File: src/rtl/pf_ce_pkg.sv
package pf_ce_pkg;

  localparam int NUM_BANKS = 2;

  typedef enum logic [1:0] {
    ST_PROTECT = 2'd0,
    ST_PASS    = 2'd1,
    ST_DRAIN   = 2'd2
  } guardState_t;

  // control-to-datapath strobes
  typedef struct packed {
    logic passEn;     // route chipEnN by live bankSel
    logic drainEn;    // route chipEnN to the captured bank only
    logic latchBank;  // capture bankSel this edge
  } ceStrobe_t;

endpackage

File: src/rtl/pf_ce_datapath.sv
module pf_ce_datapath
  import pf_ce_pkg::*;
(
  input  logic                 clk,
  input  logic                 rst,
  input  logic                 powerValidRaw,
  input  logic                 tolSel,
  input  logic                 chipEnN,
  input  logic                 bankSel,
  input  ceStrobe_t            strobe,
  output logic                 pvSync,
  output logic [NUM_BANKS-1:0] ceOutN,
  output logic                 tolModeOut
);

  logic pvMeta;
  logic drainBank;

  // two-flop synchronizer for the comparator flag
  always_ff @(posedge clk) begin
    if (rst) begin
      pvMeta <= 1'b0;
      pvSync <= 1'b0;
    end else begin
      pvMeta <= powerValidRaw;
      pvSync <= pvMeta;
    end
  end

  always_ff @(posedge clk) begin
    if (rst) tolModeOut <= 1'b0;
    else     tolModeOut <= tolSel;
  end

  always_ff @(posedge clk) begin
    if (rst)                   drainBank <= 1'b0;
    else if (strobe.latchBank) drainBank <= bankSel;
  end

  for (genvar b = 0; b < NUM_BANKS; b++) begin : gBank
    logic passHit;
    logic drainHit;
    always_comb begin
      passHit   = strobe.passEn  && (bankSel   == 1'(b));
      drainHit  = strobe.drainEn && (drainBank == 1'(b));
      ceOutN[b] = (passHit || drainHit) ? chipEnN : 1'b1;
    end
  end


  oneBank_chk: assert property (@(posedge clk) disable iff (rst)
    $onehot0(~ceOutN));


  protectHigh_chk: assert property (@(posedge clk) disable iff (rst)
    (!strobe.passEn && !strobe.drainEn) |-> (ceOutN == '1));


  bankHeld_chk: assert property (@(posedge clk) disable iff (rst)
    (!$past(rst) && $past(strobe.drainEn) && strobe.drainEn) |-> $stable(drainBank));

endmodule

File: src/rtl/pf_ce_control.sv
module pf_ce_control
  import pf_ce_pkg::*;
#(
  parameter int TIMEOUT_CYC = 15000,
  parameter int VALID_HOLD  = 16
) (
  input  logic      clk,
  input  logic      rst,
  input  logic      pvSync,
  input  logic      chipEnN,
  output ceStrobe_t strobe
);

  localparam int TO_W   = (TIMEOUT_CYC > 1) ? $clog2(TIMEOUT_CYC) : 1;
  localparam int HOLD_W = $clog2(VALID_HOLD + 1);

  guardState_t      state, nextState;
  logic [TO_W-1:0]  toCnt;
  logic [HOLD_W-1:0] holdCnt;
  logic             toLast;
  logic             holdDone;

  always_comb begin
    toLast   = (toCnt == TO_W'(TIMEOUT_CYC - 1));
    holdDone = (holdCnt == HOLD_W'(VALID_HOLD));
  end

  always_comb begin
    nextState = state;
    unique case (state)
      ST_PROTECT: if (pvSync && holdDone && chipEnN) nextState = ST_PASS;
      ST_PASS:    if (!pvSync) nextState = chipEnN ? ST_PROTECT : ST_DRAIN;
      ST_DRAIN:   if (chipEnN || toLast) nextState = ST_PROTECT;
      default:    nextState = ST_PROTECT;
    endcase
  end

  always_ff @(posedge clk) begin
    if (rst) state <= ST_PROTECT;
    else     state <= nextState;
  end

  // grace-period counter, runs only while draining
  always_ff @(posedge clk) begin
    if (rst || state != ST_DRAIN) toCnt <= '0;
    else if (!toLast)             toCnt <= toCnt + 1'b1;
  end

  // consecutive power-valid counter, saturating
  always_ff @(posedge clk) begin
    if (rst || state != ST_PROTECT || !pvSync) holdCnt <= '0;
    else if (!holdDone)                        holdCnt <= holdCnt + 1'b1;
  end

  always_comb begin
    strobe.passEn    = (state == ST_PASS);
    strobe.drainEn   = (state == ST_DRAIN);
    strobe.latchBank = (state == ST_PASS) && !pvSync && !chipEnN;
  end


  failIdle_chk: assert property (@(posedge clk) disable iff (rst)
    (state == ST_PASS && !pvSync && chipEnN) |=> (state == ST_PROTECT));


  drainBound_chk: assert property (@(posedge clk) disable iff (rst)
    (state == ST_DRAIN && toLast) |=> (state == ST_PROTECT));


  drainStay_chk: assert property (@(posedge clk) disable iff (rst)
    (!$past(rst) && state == ST_DRAIN && $past(state) == ST_DRAIN) |-> !$past(chipEnN));


  exitGate_chk: assert property (@(posedge clk) disable iff (rst)
    (!$past(rst) && state == ST_PASS && $past(state) == ST_PROTECT)
      |-> ($past(holdCnt) == HOLD_W'(VALID_HOLD) && $past(chipEnN) && $past(pvSync)));

endmodule

File: src/rtl/pf_ce_guard.sv
module pf_ce_guard
  import pf_ce_pkg::*;
#(
  parameter int CLK_FREQ_HZ = 100_000_000,
  parameter int TIMEOUT_US  = 150,
  parameter int VALID_HOLD  = 16
) (
  input  logic       clk,
  input  logic       rst,
  input  logic       powerValidRaw,
  input  logic       tolSel,
  input  logic       chipEnN,
  input  logic       bankSel,
  output logic [1:0] ceOutN,
  output logic       tolModeOut
);

  // grace period in cycles
  localparam int TIMEOUT_CYC = (CLK_FREQ_HZ / 1_000_000) * TIMEOUT_US;

  ceStrobe_t strobe;
  logic      pvSync;

  pf_ce_control #(
    .TIMEOUT_CYC (TIMEOUT_CYC),
    .VALID_HOLD  (VALID_HOLD)
  ) ctrl_i (
    .clk     (clk),
    .rst     (rst),
    .pvSync  (pvSync),
    .chipEnN (chipEnN),
    .strobe  (strobe)
  );

  pf_ce_datapath dp_i (
    .clk           (clk),
    .rst           (rst),
    .powerValidRaw (powerValidRaw),
    .tolSel        (tolSel),
    .chipEnN       (chipEnN),
    .bankSel       (bankSel),
    .strobe        (strobe),
    .pvSync        (pvSync),
    .ceOutN        (ceOutN),
    .tolModeOut    (tolModeOut)
  );


  tolDelay_chk: assert property (@(posedge clk) disable iff (rst)
    !$past(rst) |-> (tolModeOut == $past(tolSel)));

endmodule

File: config.mk
export PLATFORM = sky130hd
export DESIGN_NAME = pf_ce_guard
export DESIGN_NICKNAME = d
export VERILOG_FILES = /design/src/rtl/pf_ce_pkg.sv /design/src/rtl/pf_ce_datapath.sv /design/src/rtl/pf_ce_control.sv /design/src/rtl/pf_ce_guard.sv
export SDC_FILE = /design/constraint.sdc
export NUM_CORES = 1
export LEC_CHECK = 0
export BUFFER_PORTS_ARGS = -buffer_cell sky130_fd_sc_hd__buf_4
export CAP_MARGIN = 20
export CORE_MARGIN = 3
export CORE_UTILIZATION = 60
export DETAILED_ROUTE_END_ITERATION = 12
export GPL_TIMING_DRIVEN = 0
export PLACE_DENSITY_LB_ADDON = 0.12
export SYNTH_ARGS = -nofsm -noshare
export SYNTH_HDL_FRONTEND = slang
export SYNTH_SLANG_ARGS = --single-unit
File: constraint.sdc
create_clock -name clk -period 3.7 [get_ports clk]
set_input_delay 0.37 -clock clk [delete_from_list [all_inputs] [get_ports clk]]
set_output_delay 0.37 -clock clk [all_outputs]
set_load 0.005 [all_outputs]
* Word level (Yosys, flattened, before mapping)
Cells that the tools add are included.
** Word-level totals
- Flip-flop bits (word level) :: 25
- Word-level logic and storage cells :: 45
** Operators by class
- Add/subtract/negate cells :: 2
- Eq/ne operators :: 8
- Multiplexer cells :: 7
- Bitwise logic cells :: 2
- Reduce and logical (&&, ||, !) cells :: 19
** Operators by type and width (count)
- $add A14 B1 Y14 const B :: 1
- $eq A14 B14 Y1 const B :: 1
- $logic_and A1 B1 Y1 :: 8
- $mux W2 :: 4
- $logic_or A1 B1 Y1 :: 6
- $ne A2 B2 Y1 const B :: 3
- $pmux W2 S3 :: 1
- $add A5 B1 Y5 const B :: 1
- $eq A5 B5 Y1 const B :: 1
- $reduce_and A3 Y1 :: 1
- $eq A2 B1 Y1 const B :: 1
- $eq A2 B2 Y1 const B :: 1
- $logic_not A1 Y1 :: 2
- $logic_not A2 Y1 :: 1
- $mux W1 :: 2
- $ne A2 B1 Y1 const B :: 1
- $not A1 Y1 :: 2
- $reduce_bool A2 Y1 :: 1

* Logic depth before layout (Yosys ltp)
- Depth in word-level cells :: 5
- Gate-level depth with buffers :: 6
- Gate-level depth less buffers :: 5

* Hierarchy
From an unflattened synthesis, not the netlist that was laid out.
** Unflattened totals
- Cells, all modules :: 123
- Area total of the unflattened synthesis :: 1133.6 um^2
** By module, submodules not included
- pf_ce_control :: instances 1, cells an instance 109, area an instance 987.2 um^2, seq. area each 420.4 um^2
- pf_ce_datapath :: instances 1, cells an instance 14, area an instance 146.4 um^2, seq. area each 80.1 um^2

* Worst setup path after synthesis
Ideal clock, no wire load.
- Path type :: register to register
- Start point :: register ctrl_i.toCnt[0]
- End point :: register ctrl_i.toCnt[3]
- Setup time :: 0.059 ns
- Data arrival time :: 1.616 ns
- Data required time :: 3.641 ns
- Slack :: 2.026 ns
- Cell stages (with the launch flop) :: 7
- Path buffers :: 1
- Cell sequence :: dfxtp_1 ha_1 nand2_1 or4_1 buf_2 a211o_1 nand2_1
** Between the ends
- Cells in the longest elaborated chain, start to end :: 1
- Elaborated cells on any way between the ends :: 2
- Classes of those cells :: add/sub (1); eq/ne (1)
** Ends and longest elaborated chain
- start, declared :: RTL line pf_ce_control.sv:18 : logic [TO_W-1:0] toCnt;
- start signal, assigned :: RTL line pf_ce_control.sv:46 : else if (!toLast) toCnt <= toCnt + 1'b1;
- $add A14 B1 Y14 / $eq A14 B14 Y1 (equally long branches) :: RTL line pf_ce_control.sv:46, pf_ce_control.sv:24
Parallel ways exist; a longest one is shown, timed or not.
A chain may end at the register's enable or synchronous reset.

* Worst setup path in the final report
Ends and elaborated chain as after synthesis.

==> run_results.csv <==
group,metric,value,unit
yosys,yosys_warnings,0,
yosys,async_flop_share,0,%
setup_path,r2r_setup_slack,1.87,ns
timing,grt_setup_unrepaired,"false",
yosys,synth_top_area_share,44.3,%
placed_design,post-dp-hpwl,1.37,mm
yosys,syn_avg_cell_area,8.82,um^2
timing,skew,0.00242,ns
grt,grt_max_degree,15,
setup_path,sum_of_buffers_and_inverters_on_the_critical_path,1,
cts,cts-resized-gates,0,
power,p_int,318,uW
setup_path,worst_r2r_startpoint,"ctrl_i.toCnt[0]",
routing,wl_per_cell,11.3,um
cts,cts_tree,"yes",
cts,h-tree-depth,1,
power,p_switching,85.0,uW
setup_path,rr_worst_depth,6,
cts,post_cts_setup_buffer_count,0,
setup_path,r2r_end,"ctrl_i.toCnt[3]",
yosys,syn-cell-area,1130,um^2
cts,clkSlewWorstSetupHoldPaths,0.13,ns
floorplanning,chipHeight,49.4,um
timing,relative_slew_margins,49.4,%
cts,clock_buffer_count_from_cts,3,
routing,detail_route.iter0.violations,12,
floorplanning,boundaryPins,9,
cts,tritoncts_num_sinks,25,
routing,detail_route.first_pass.iterations,4,
placed_design,placer_congestion,0.769,
power,switching_share,21.1,%
yosys,synth_top_cells_by_area,"sky130_fd_sc_hd__dfxtp_1 44%, sky130_fd_sc_hd__nor2_1 7.3%, sky130_fd_sc_hd__xor2_1 5.4%, sky130_fd_sc_hd__xnor2_1 4.7%, sky130_fd_sc_hd__nand3_1 3.5%",
routing,num_vias,861,
setup_path,timing.critical_path.mode_cell,"sky130_fd_sc_hd__nand2_1",
timing,timing.final.max_slew_violations,0,
yosys,synth_ff_type,"sky130_fd_sc_hd__dfxtp_1",
cts,clock-root-buffer,"sky130_fd_sc_hd__clkbuf_4",
setup_path,cp-startpoint,"ctrl_i.toCnt[0]",
grt,first_global_vias,838,
routing,antenna_violating_nets_post_route,0,
layout,design.final.nets,150,
timing,report.final.setup_viol,0,
grt,gr-usage-all-layers,17.8,%
setup_path,cp_data_required_time,3.97,ns
power,power.density_cell_area,323,nW/um^2
setup_path,critical_path.endpoint,"ctrl_i.toCnt[3]",
yosys,yosys.cell_types.count,31,
yosys,cell_with_the_most_instances_after_synthesis,"sky130_fd_sc_hd__dfxtp_1",
grt,grt_pass1_wl,3.47,mm
status,outcome,"complete, no violations",
cts,clock_latency,0.31,ns
placed_design,io_buffer_count,8,
power,power.combinational.fraction,2.6,%
floorplanning,die_x,49.4,um
setup_path,critPathMaxStageDelay,0.53,ns
floorplanning,std_cell_rows,15,
routing,detail_route.vias_per_cell,5.22,
yosys,seq_area_frac_synth,44.3,%
timing,fmax,548,MHz
timing,layout_worst_path_cycle_share,49.3,%
setup_path,critPathKind,"reg -> reg",
power,leakagePower,0.450,nW
power,share_seq_of_total_power,67.5,%
yosys,synthesis.instances,128,
setup_path,worst-path-stages,6,
routing,route.final.wire_length,1.87,mm
setup_path,timing.critical_path.cells,"ha_1, nand2_1, or4_1, buf_2, a211o_1, nand2_1",
power,pwr-share-clk,29.9,%
setup_path,worstPathArrival,2.09,ns
timing,timing.final.crit_period,1.83,ns
yosys,synth_top_cell_by_area,"sky130_fd_sc_hd__dfxtp_1",
floorplanning,die_area,2440,um^2
setup_path,timing.critical_path.max_delay_family,"simple AND/OR/NAND/NOR gates",
yosys,mappedNetlistNets,137,
routing,drc,0,
setup_path,endpoint_kind,"flip-flop",
timing,max_slew.worst_pin.slew,0.749,ns
timing,fin_worst_hold_slack,0.231,ns
layout,antenna_cells,0,
timing,finalSetupTns,0,ns
timing,hold_viol,0,
layout,layout-drive-gt1-share,12.9,%
worst_hold_path,hold_path_class,"in -> reg",
setup_path,slowest_stage,"sky130_fd_sc_hd__or4_1",
yosys,synth-seq-cells,25,
layout,layout-area-overhead-vs-synth,10.5,%
cts,cts.hold.buffers_added,0,
setup_path,timing.critical_path.from_type,"flip-flop",
power,max-vdd-ir-drop,0.249,mV
grt,antenna_found_initial,0,
yosys,synthTopCellsByCount,"25 x sky130_fd_sc_hd__dfxtp_1, 22 x sky130_fd_sc_hd__nor2_1, 8 x sky130_fd_sc_hd__nand3_1",
grt,gr-total-overflow,0,
setup_path,worstPathMaxFanout,6,
floorplanning,core-area,1750,um^2
flow_run,max_cap_viol_count,0,
yosys,post_synth_edffs,0,
cts,cts-root-to-sink-buffers,2,
floorplanning,initial_core_util,64.7,%
cell usage in the layout (no fill, tap or decap), drive strengths merged, types with 4 or more instances in the layout:
cell    instances
nor2           22
a21oi           5
xnor2           6
nand2           5
buf             9
nand2b          4
clkbuf          6
dfxtp          25
nor2b           4
nand3           8
nor3            4
xor2            7
inv             6
per-stage QoR:
step	worst slack, ns	cells	cell area [um^2]	total power [mW]	util, %
2_1_floorplan	2.03	128	1130	0.281	-
5_1_grt	1.79	165	1250	0.417	71.5
3_3_place_gp	1.91	161	1220	0.288	69.9
4_1_cts	1.88	165	1250	0.406	71.5
6_report	1.87	165	1250	0.403	71.5
3_5_place_dp	1.92	161	1220	0.288	69.9
power by group through the flow:
| stage | Combinational, mW | Sequential [mW] | Clock (mW) |
|---|---|---|---|
| CTS | 0.0106 | 0.272 | 0.124 |
| global placement | 0.0101 | 0.278 | 0 |
| global route | 0.0117 | 0.272 | 0.133 |
| finish | 0.0104 | 0.272 | 0.120 |
| floorplan | 0.00332 | 0.278 | 0 |
| detailed placement | 0.0105 | 0.278 | 0 |
flip-flops by register name, indices dropped and copies added, names as in the netlist:
register / count
dp_i.tolModeOut: 1
ctrl_i.holdCnt: 5
dp_i.drainBank: 1
ctrl_i.state: 2
dp_i.pvMeta: 1
ctrl_i.toCnt: 14
dp_i.pvSync: 1
how the worst min path moves through the flow:
stage,slack [ns],end,cells after the start,start
finish,0.23,ctrl_i.state[1],2,chipEnN
global route,0.22,ctrl_i.state[1],2,chipEnN
CTS,0.23,ctrl_i.state[1],2,chipEnN
detailed placement,0.43,dp_i.pvSync,1,dp_i.pvMeta
global placement,0.43,dp_i.pvSync,1,dp_i.pvMeta
floorplan,0.41,dp_i.pvSync,1,dp_i.pvMeta
area by class of cell:
class                           instances  area (um^2)
Sequential cell                        25          500
Clock buffer                            3         22.5
Tap cell                               25         31.3
Inverter                                6         22.5
Timing Repair Buffer                    8         60.1
Buffer                                  4         16.3
Multi-Input combinational cell         93          589
Clock inverter                          1         5.00
Fill cell                             146          498
worst reg2reg max path: stages (launching register included):
cell,delay (ns)
sky130_fd_sc_hd__dfxtp_1,0.38
sky130_fd_sc_hd__ha_1,0.22
sky130_fd_sc_hd__nand2_1,0.12
sky130_fd_sc_hd__or4_1,0.54
sky130_fd_sc_hd__buf_2,0.18
sky130_fd_sc_hd__a211o_1,0.29
sky130_fd_sc_hd__nand2_1,0.05
logic make-up after synthesis:
logic type / after synthesis / share of synthesized area [%]
simple gates: 64 / 30.4
flops: 25 / 44.3
mux: 4 / 3.66
compound gates: 9 / 4.77
buf+inv: 10 / 3.44
fa+ha+maj: 3 / 3.33
xor+xnor: 13 / 10.1
per-layer routing:
layer | share of wire [%] | up-vias | track usage [%]
li1 | - | 451 | -
met1 | 49 | 397 | 22.1
met2 | 47 | 11 | 30.8
met3 | 2.7 | 2 | 3.67
met4 | 0.91 | 0 | 5.53
met5 | 0 | - | 0
(Power assumes the default switching activity.)
